File: src/rtl/fls_pkg.sv
package fls_pkg;
  localparam int STAT_W = 8;
  localparam int BUS_W  = 16;
  typedef logic [STAT_W-1:0] stat_t;
  localparam stat_t STAT_MAX = {STAT_W{1'b1}};

  // Add one, holding at the top value
  function automatic stat_t sat_inc(input stat_t v);
    return (v == STAT_MAX) ? v : stat_t'(v + 1'b1);
  endfunction

  // Place an 8-bit value on the bus, with the upper bits zero
  function automatic logic [BUS_W-1:0] widen(input stat_t v);
    return {{(BUS_W-STAT_W){1'b0}}, v};
  endfunction
endpackage

File: src/rtl/fls_tick_gen.sv
module fls_tick_gen #(
  parameter int TICK_DIV = 50
) (
  input  logic clk,
  input  logic rst_n,
  output logic tick
);
  generate
    if (TICK_DIV <= 1) begin : g_pass
      assign tick = rst_n;
    end else begin : g_div
      localparam int PW = $clog2(TICK_DIV);
      localparam logic [PW-1:0] LAST = PW'(TICK_DIV - 1);
      logic [PW-1:0] phase;
      always_ff @(posedge clk) begin
        if (!rst_n)              phase <= '0;
        else if (phase == LAST)  phase <= '0;
        else                     phase <= phase + 1'b1;
      end
      assign tick = (phase == LAST);
    end
  endgenerate
endmodule

File: src/rtl/fls_sync_rise.sv
module fls_sync_rise #(
  parameter int STAGES = 2
) (
  input  logic clk,
  input  logic rst_n,
  input  logic din_async,
  output logic rise
);
  logic [STAGES-1:0] chain;
  logic              last_q;

  always_ff @(posedge clk) begin
    if (!rst_n) begin
      chain  <= '0;
      last_q <= 1'b0;
    end else begin
      chain  <= {chain[STAGES-2:0], din_async};
      last_q <= chain[STAGES-1];
    end
  end

  assign rise = chain[STAGES-1] & ~last_q;
endmodule

File: src/rtl/fls_run_counter.sv
module fls_run_counter
  import fls_pkg::*;
(
  input  logic  clk,
  input  logic  rst_n,
  input  logic  tick,
  input  logic  sync_rise,
  input  logic  cnt_rd,
  output logic  clear_evt,
  output logic  rd_flag,
  output stat_t count
);
  // A read in the same cycle as the edge counts as earlier
  assign clear_evt = sync_rise & (rd_flag | cnt_rd);

  always_ff @(posedge clk) begin
    if (!rst_n) begin
      count   <= '0;
      rd_flag <= 1'b1;
    end else begin
      if (clear_evt)  count <= '0;
      else if (tick)  count <= sat_inc(count);

      if (clear_evt)   rd_flag <= 1'b0;
      else if (cnt_rd) rd_flag <= 1'b1;
    end
  end
endmodule

File: src/rtl/fls_reg_port.sv
module fls_reg_port
  import fls_pkg::*;
(
  input  logic             clk,
  input  logic             rst_n,
  input  logic             reg_addr,
  input  logic             reg_rd,
  input  logic             reg_wr,
  input  logic [BUS_W-1:0] reg_wdata,
  input  stat_t            count,
  output logic             cnt_rd,
  output stat_t            peak_q,
  output logic [BUS_W-1:0] reg_rdata
);
  assign cnt_rd = reg_rd & ~reg_addr;

  always_ff @(posedge clk) begin
    if (!rst_n) begin
      peak_q    <= '0;
      reg_rdata <= '0;
    end else begin
      if (reg_wr && reg_addr) peak_q <= reg_wdata[STAT_W-1:0];
      if (reg_rd) reg_rdata <= widen(reg_addr ? peak_q : count);
    end
  end
endmodule

File: src/rtl/frame_load_stat.sv
module frame_load_stat #(
  parameter int TICK_DIV    = 50,
  parameter int SYNC_STAGES = 2
) (
  input  logic        clk,
  input  logic        rst_n,
  input  logic        fsync_async,
  input  logic        reg_addr,
  input  logic        reg_rd,
  input  logic        reg_wr,
  input  logic [15:0] reg_wdata,
  output logic [15:0] reg_rdata
);
  import fls_pkg::*;

  logic  tick_1us;
  logic  sync_rise;
  logic  cnt_rd;
  logic  cnt_clear;
  logic  rd_flag;
  stat_t stat_cnt;
  stat_t peak_q;

  fls_tick_gen #(.TICK_DIV(TICK_DIV)) i_tick (
    .clk(clk), .rst_n(rst_n), .tick(tick_1us)
  );

  fls_sync_rise #(.STAGES(SYNC_STAGES)) i_sync (
    .clk(clk), .rst_n(rst_n), .din_async(fsync_async), .rise(sync_rise)
  );

  fls_run_counter i_cnt (
    .clk(clk), .rst_n(rst_n), .tick(tick_1us), .sync_rise(sync_rise),
    .cnt_rd(cnt_rd), .clear_evt(cnt_clear), .rd_flag(rd_flag),
    .count(stat_cnt)
  );

  fls_reg_port i_port (
    .clk(clk), .rst_n(rst_n), .reg_addr(reg_addr), .reg_rd(reg_rd),
    .reg_wr(reg_wr), .reg_wdata(reg_wdata), .count(stat_cnt),
    .cnt_rd(cnt_rd), .peak_q(peak_q), .reg_rdata(reg_rdata)
  );
endmodule

File: config.mk
export PLATFORM = sky130hd
export DESIGN_NAME = frame_load_stat
export DESIGN_NICKNAME = d
export VERILOG_FILES = /design/src/rtl/fls_pkg.sv /design/src/rtl/fls_tick_gen.sv /design/src/rtl/fls_sync_rise.sv /design/src/rtl/fls_run_counter.sv /design/src/rtl/fls_reg_port.sv /design/src/rtl/frame_load_stat.sv
export SDC_FILE = /design/constraint.sdc
export NUM_CORES = 1
export LEC_CHECK = 0
export BUFFER_PORTS_ARGS = -buffer_cell sky130_fd_sc_hd__buf_2
export CAP_MARGIN = 20
export CORE_UTILIZATION = 55
export DETAILED_ROUTE_END_ITERATION = 8
export GPL_TIMING_DRIVEN = 0
export PLACE_DENSITY = 0.81
export SLEW_MARGIN = 15
export SYNTH_ARGS = -nofsm -noshare
export SYNTH_HDL_FRONTEND = slang
export SYNTH_SLANG_ARGS = --single-unit
File: constraint.sdc
create_clock -name clk -period 4.4 [get_ports clk]
set_clock_uncertainty 0.05 [all_clocks]
set_input_delay 0.88 -clock clk [delete_from_list [all_inputs] [get_ports clk]]
set_output_delay 0.88 -clock clk [all_outputs]
set_load 0.01 [all_outputs]
==> impl_results.md <==
- Area after DPL: 1670 um2
- Clk Latency, worst-skew pair: 0.33 ns
- Post-synthesis async set-or-reset flop share: 0%
- Worst-path clk slew: 0.10 ns
- Port bufs: 19
- Total GRT Usage: 24.2%
- # diodes: 0
- Detailed-route via count: 1,284
- DRT iter0 DRCs: 40
- Critical Path Max Stage Delay: 0.45 ns
- Die area: 2960 um2
- Total CTS buffers: 5
- Antenna viol nets, final: 0
- Class of the worst hold path: flop to flop
- Setup Total Neg Slack: 0 ns
- First-pass GRT wire length: 4840 um
- Post-synth top area share: 45.0%
- Syn Area/Cell: 9.11 um2
- Total gr overflow: 0
- CP top delay family: buffers and inverters
- Initial antenna violation count: 0
- Final slew viol count: 0
- Largest net degree at the start of global routing: 11
- Tightest Pin Transition: 0.777 ns
- Syn-to-layout area delta: 14.5%
- Core footprint: 2540 um2
- Post-route cell area: 1730 um2
- Fill count: 208
- PnR worst setup slack: 2.47 ns
- Internal Power: 421 uW
- Unrepaired setup endpoints after global routing: false
- # resized after CTS: 0
- DR WL/cell: 13.6 um
- Hold Violations, Final: 0
- # DRC: 0
- Proportion of layout cells with a drive suffix above 1: 19.0%
- Vias in the first global route: 1,110
- Yosys warns: 0
- Post-synth top flop: dfxtp_1
- CP Data Required Time: 4.58 ns
- VDD IR-drop max: 272 uV
- Worst slack, placed: 2.12 ns
- Switch share: 25.0%
- Sequential area share after synthesis: 45.0%
- Sink Count: 34
- Global placement routability congestion: 0.896
- Most frequent cell after synthesis: dfxtp_1
- CTS Hold Buffers Added: 0
- Top cells by count, synth: 34 x dfxtp_1, 21 x nand2_1, 15 x nand3_1, 11 x nor2_1
- Largest cells by area after synthesis: dfxtp_1 45%, o211a_1 5.3%, nand2_1 5.2%, nand3_1 5.0%, mux2i_1 4.6%
- Final Net Count: 224
- Leak Pwr: 0.000797 uW
- Starting density of the core: 59.4%
- Endpoints failing setup: 0
- DR pass1 iterations: 4
- Synth cell types: 35
- Status: complete, no violations
- WP buf/inv: 3
- Post-Route WL: 3130 um
- Psw: 140 uW
- CTS tree: done
- Power Dens Cells: 324 nW/um2
- Via/cell ratio: 5.58
- Post-CTS Setup Repair Bufs: 0
- Synth Register Bits: 34
- Die X: 54.4 um
- Critical path startpoint category: input port
- Critical-path cell list: buf_2 > clkbuf_1 > clkbuf_1 > o211ai_1 > o211a_1
- Tot Pwr: 561 uW
- Max cap viols: 0
- Fin crit share: 43.8%
- Post-synth top area cell: dfxtp_1
- Crit Path Max Fanout: 10
- Clock power share: 32.2%
- Netlist Area Pre-Place: 1510 um2
- Top achievable clock speed: 518 MHz
- Post-synth EDFFs: 0
- Sequential share of power: 58.1%
- Top Ports: 38
- Post-DP HPWL: 2320 um
- CP Capture Type: flop
- Arrival time worst endpoint: 2.11 ns
- Rows: 18
- CTS max path bufs: 2
- Crit-path most repeated cell: clkbuf_1
- Die span in y: 54.4 um
- Clk root buf: clkbuf_4
- CP Class: input port to flop
- Slew HR: 48.2%
- CTS H-Tree Depth: 2
- Combinational share of power: 9.7%
- CP max stage cell: clkbuf_1
- Min Tclk post-route: 1.93 ns
- Syn Inst Count: 166
- Smallest hold slack: 0.415 ns
-- path summary, 6_finish.rpt --
check	from	end	slack, ns	depth (start not counted)
min	i_sync.chain[0]	i_sync.chain[1]	0.41	1
min reg2reg	i_sync.chain[0]	i_sync.chain[1]	0.41	1
max	reg_addr	i_port.reg_rdata[6]	2.47	5
max reg2reg	i_cnt.count[0]	i_cnt.count[1]	2.53	5
-- per-stage QoR --
step	util, %	instances
6_report	68.0	230
3_5_place_dp	65.7	222
2_1_floorplan	-	173
3_3_place_gp	65.7	222
5_1_grt	68.0	230
4_1_cts	68.0	230
-- registers in the layout, summed over array words and instances (netlist names) --
| signal | cells |
|---|---|
| i_cnt.rd_flag | 1 |
| i_port.reg_rdata | 8 |
| i_port.peak_q | 8 |
| i_cnt.count | 8 |
| i_tick.g_div.phase | 6 |
| i_sync.last_q | 1 |
| i_sync.chain | 2 |
-- cells by family after synthesis --
group | count (synthesis) | synth area share, %
simple gates | 68 | 22.5
flops | 34 | 45.0
compound gates | 28 | 15.0
buf+inv | 19 | 6.70
mux | 7 | 4.63
xor+xnor | 6 | 3.47
fa+ha+maj | 3 | 2.48
other cells | 1 | 0.248
-- layout make-up --
type	count	area [um2]	share of cell area [%]
buffer	15	86.3	4.99
clock buffer	7	55.1	3.18
tap	30	37.5	2.17
multi-input combinational	120	757	43.7
timing repair buffer	19	95.1	5.49
clock inverter	1	5.00	0.289
sequential	34	681	39.3
inverter	4	15.0	0.867
-- placed cells by master, fill, tap and decap left out, drive strengths merged, types with 2 or more instances in the layout --
cell type / count
a211oi: 2
a21boi: 8
a21oi: 2
and2: 4
and3: 2
buf: 28
clkbuf: 13
conb: 8
dfxtp: 34
ha: 3
inv: 4
mux2i: 7
nand2: 21
nand2b: 3
nand3: 15
nor2: 11
nor2b: 2
nor3: 2
nor4: 2
o211a: 8
o211ai: 3
o21ai: 3
or3: 2
xnor2: 3
xor2: 3
-- power groups by stage --
stage / clock [uW] / sequential (uW) / combinational [uW]
after floorplan: 0 / 333 / 36.0
after global placement: 0 / 332 / 51.6
after detailed placement: 0 / 333 / 54.0
after CTS: 182 / 326 / 54.3
after global routing: 201 / 327 / 61.5
final: 180 / 326 / 54.4
-- layer usage --
metal / part of all wire, % / up-vias / global-route usage [%]
met1: 43 / 614 / 27.5
met3: 6.0 / 4 / 8.61
met2: 50 / 42 / 41.1
met4: 1.1 / 0 / 9.40
li1: - / 624 / -
met5: 0 / - / 0
Power figures use the tool's default switching activity.
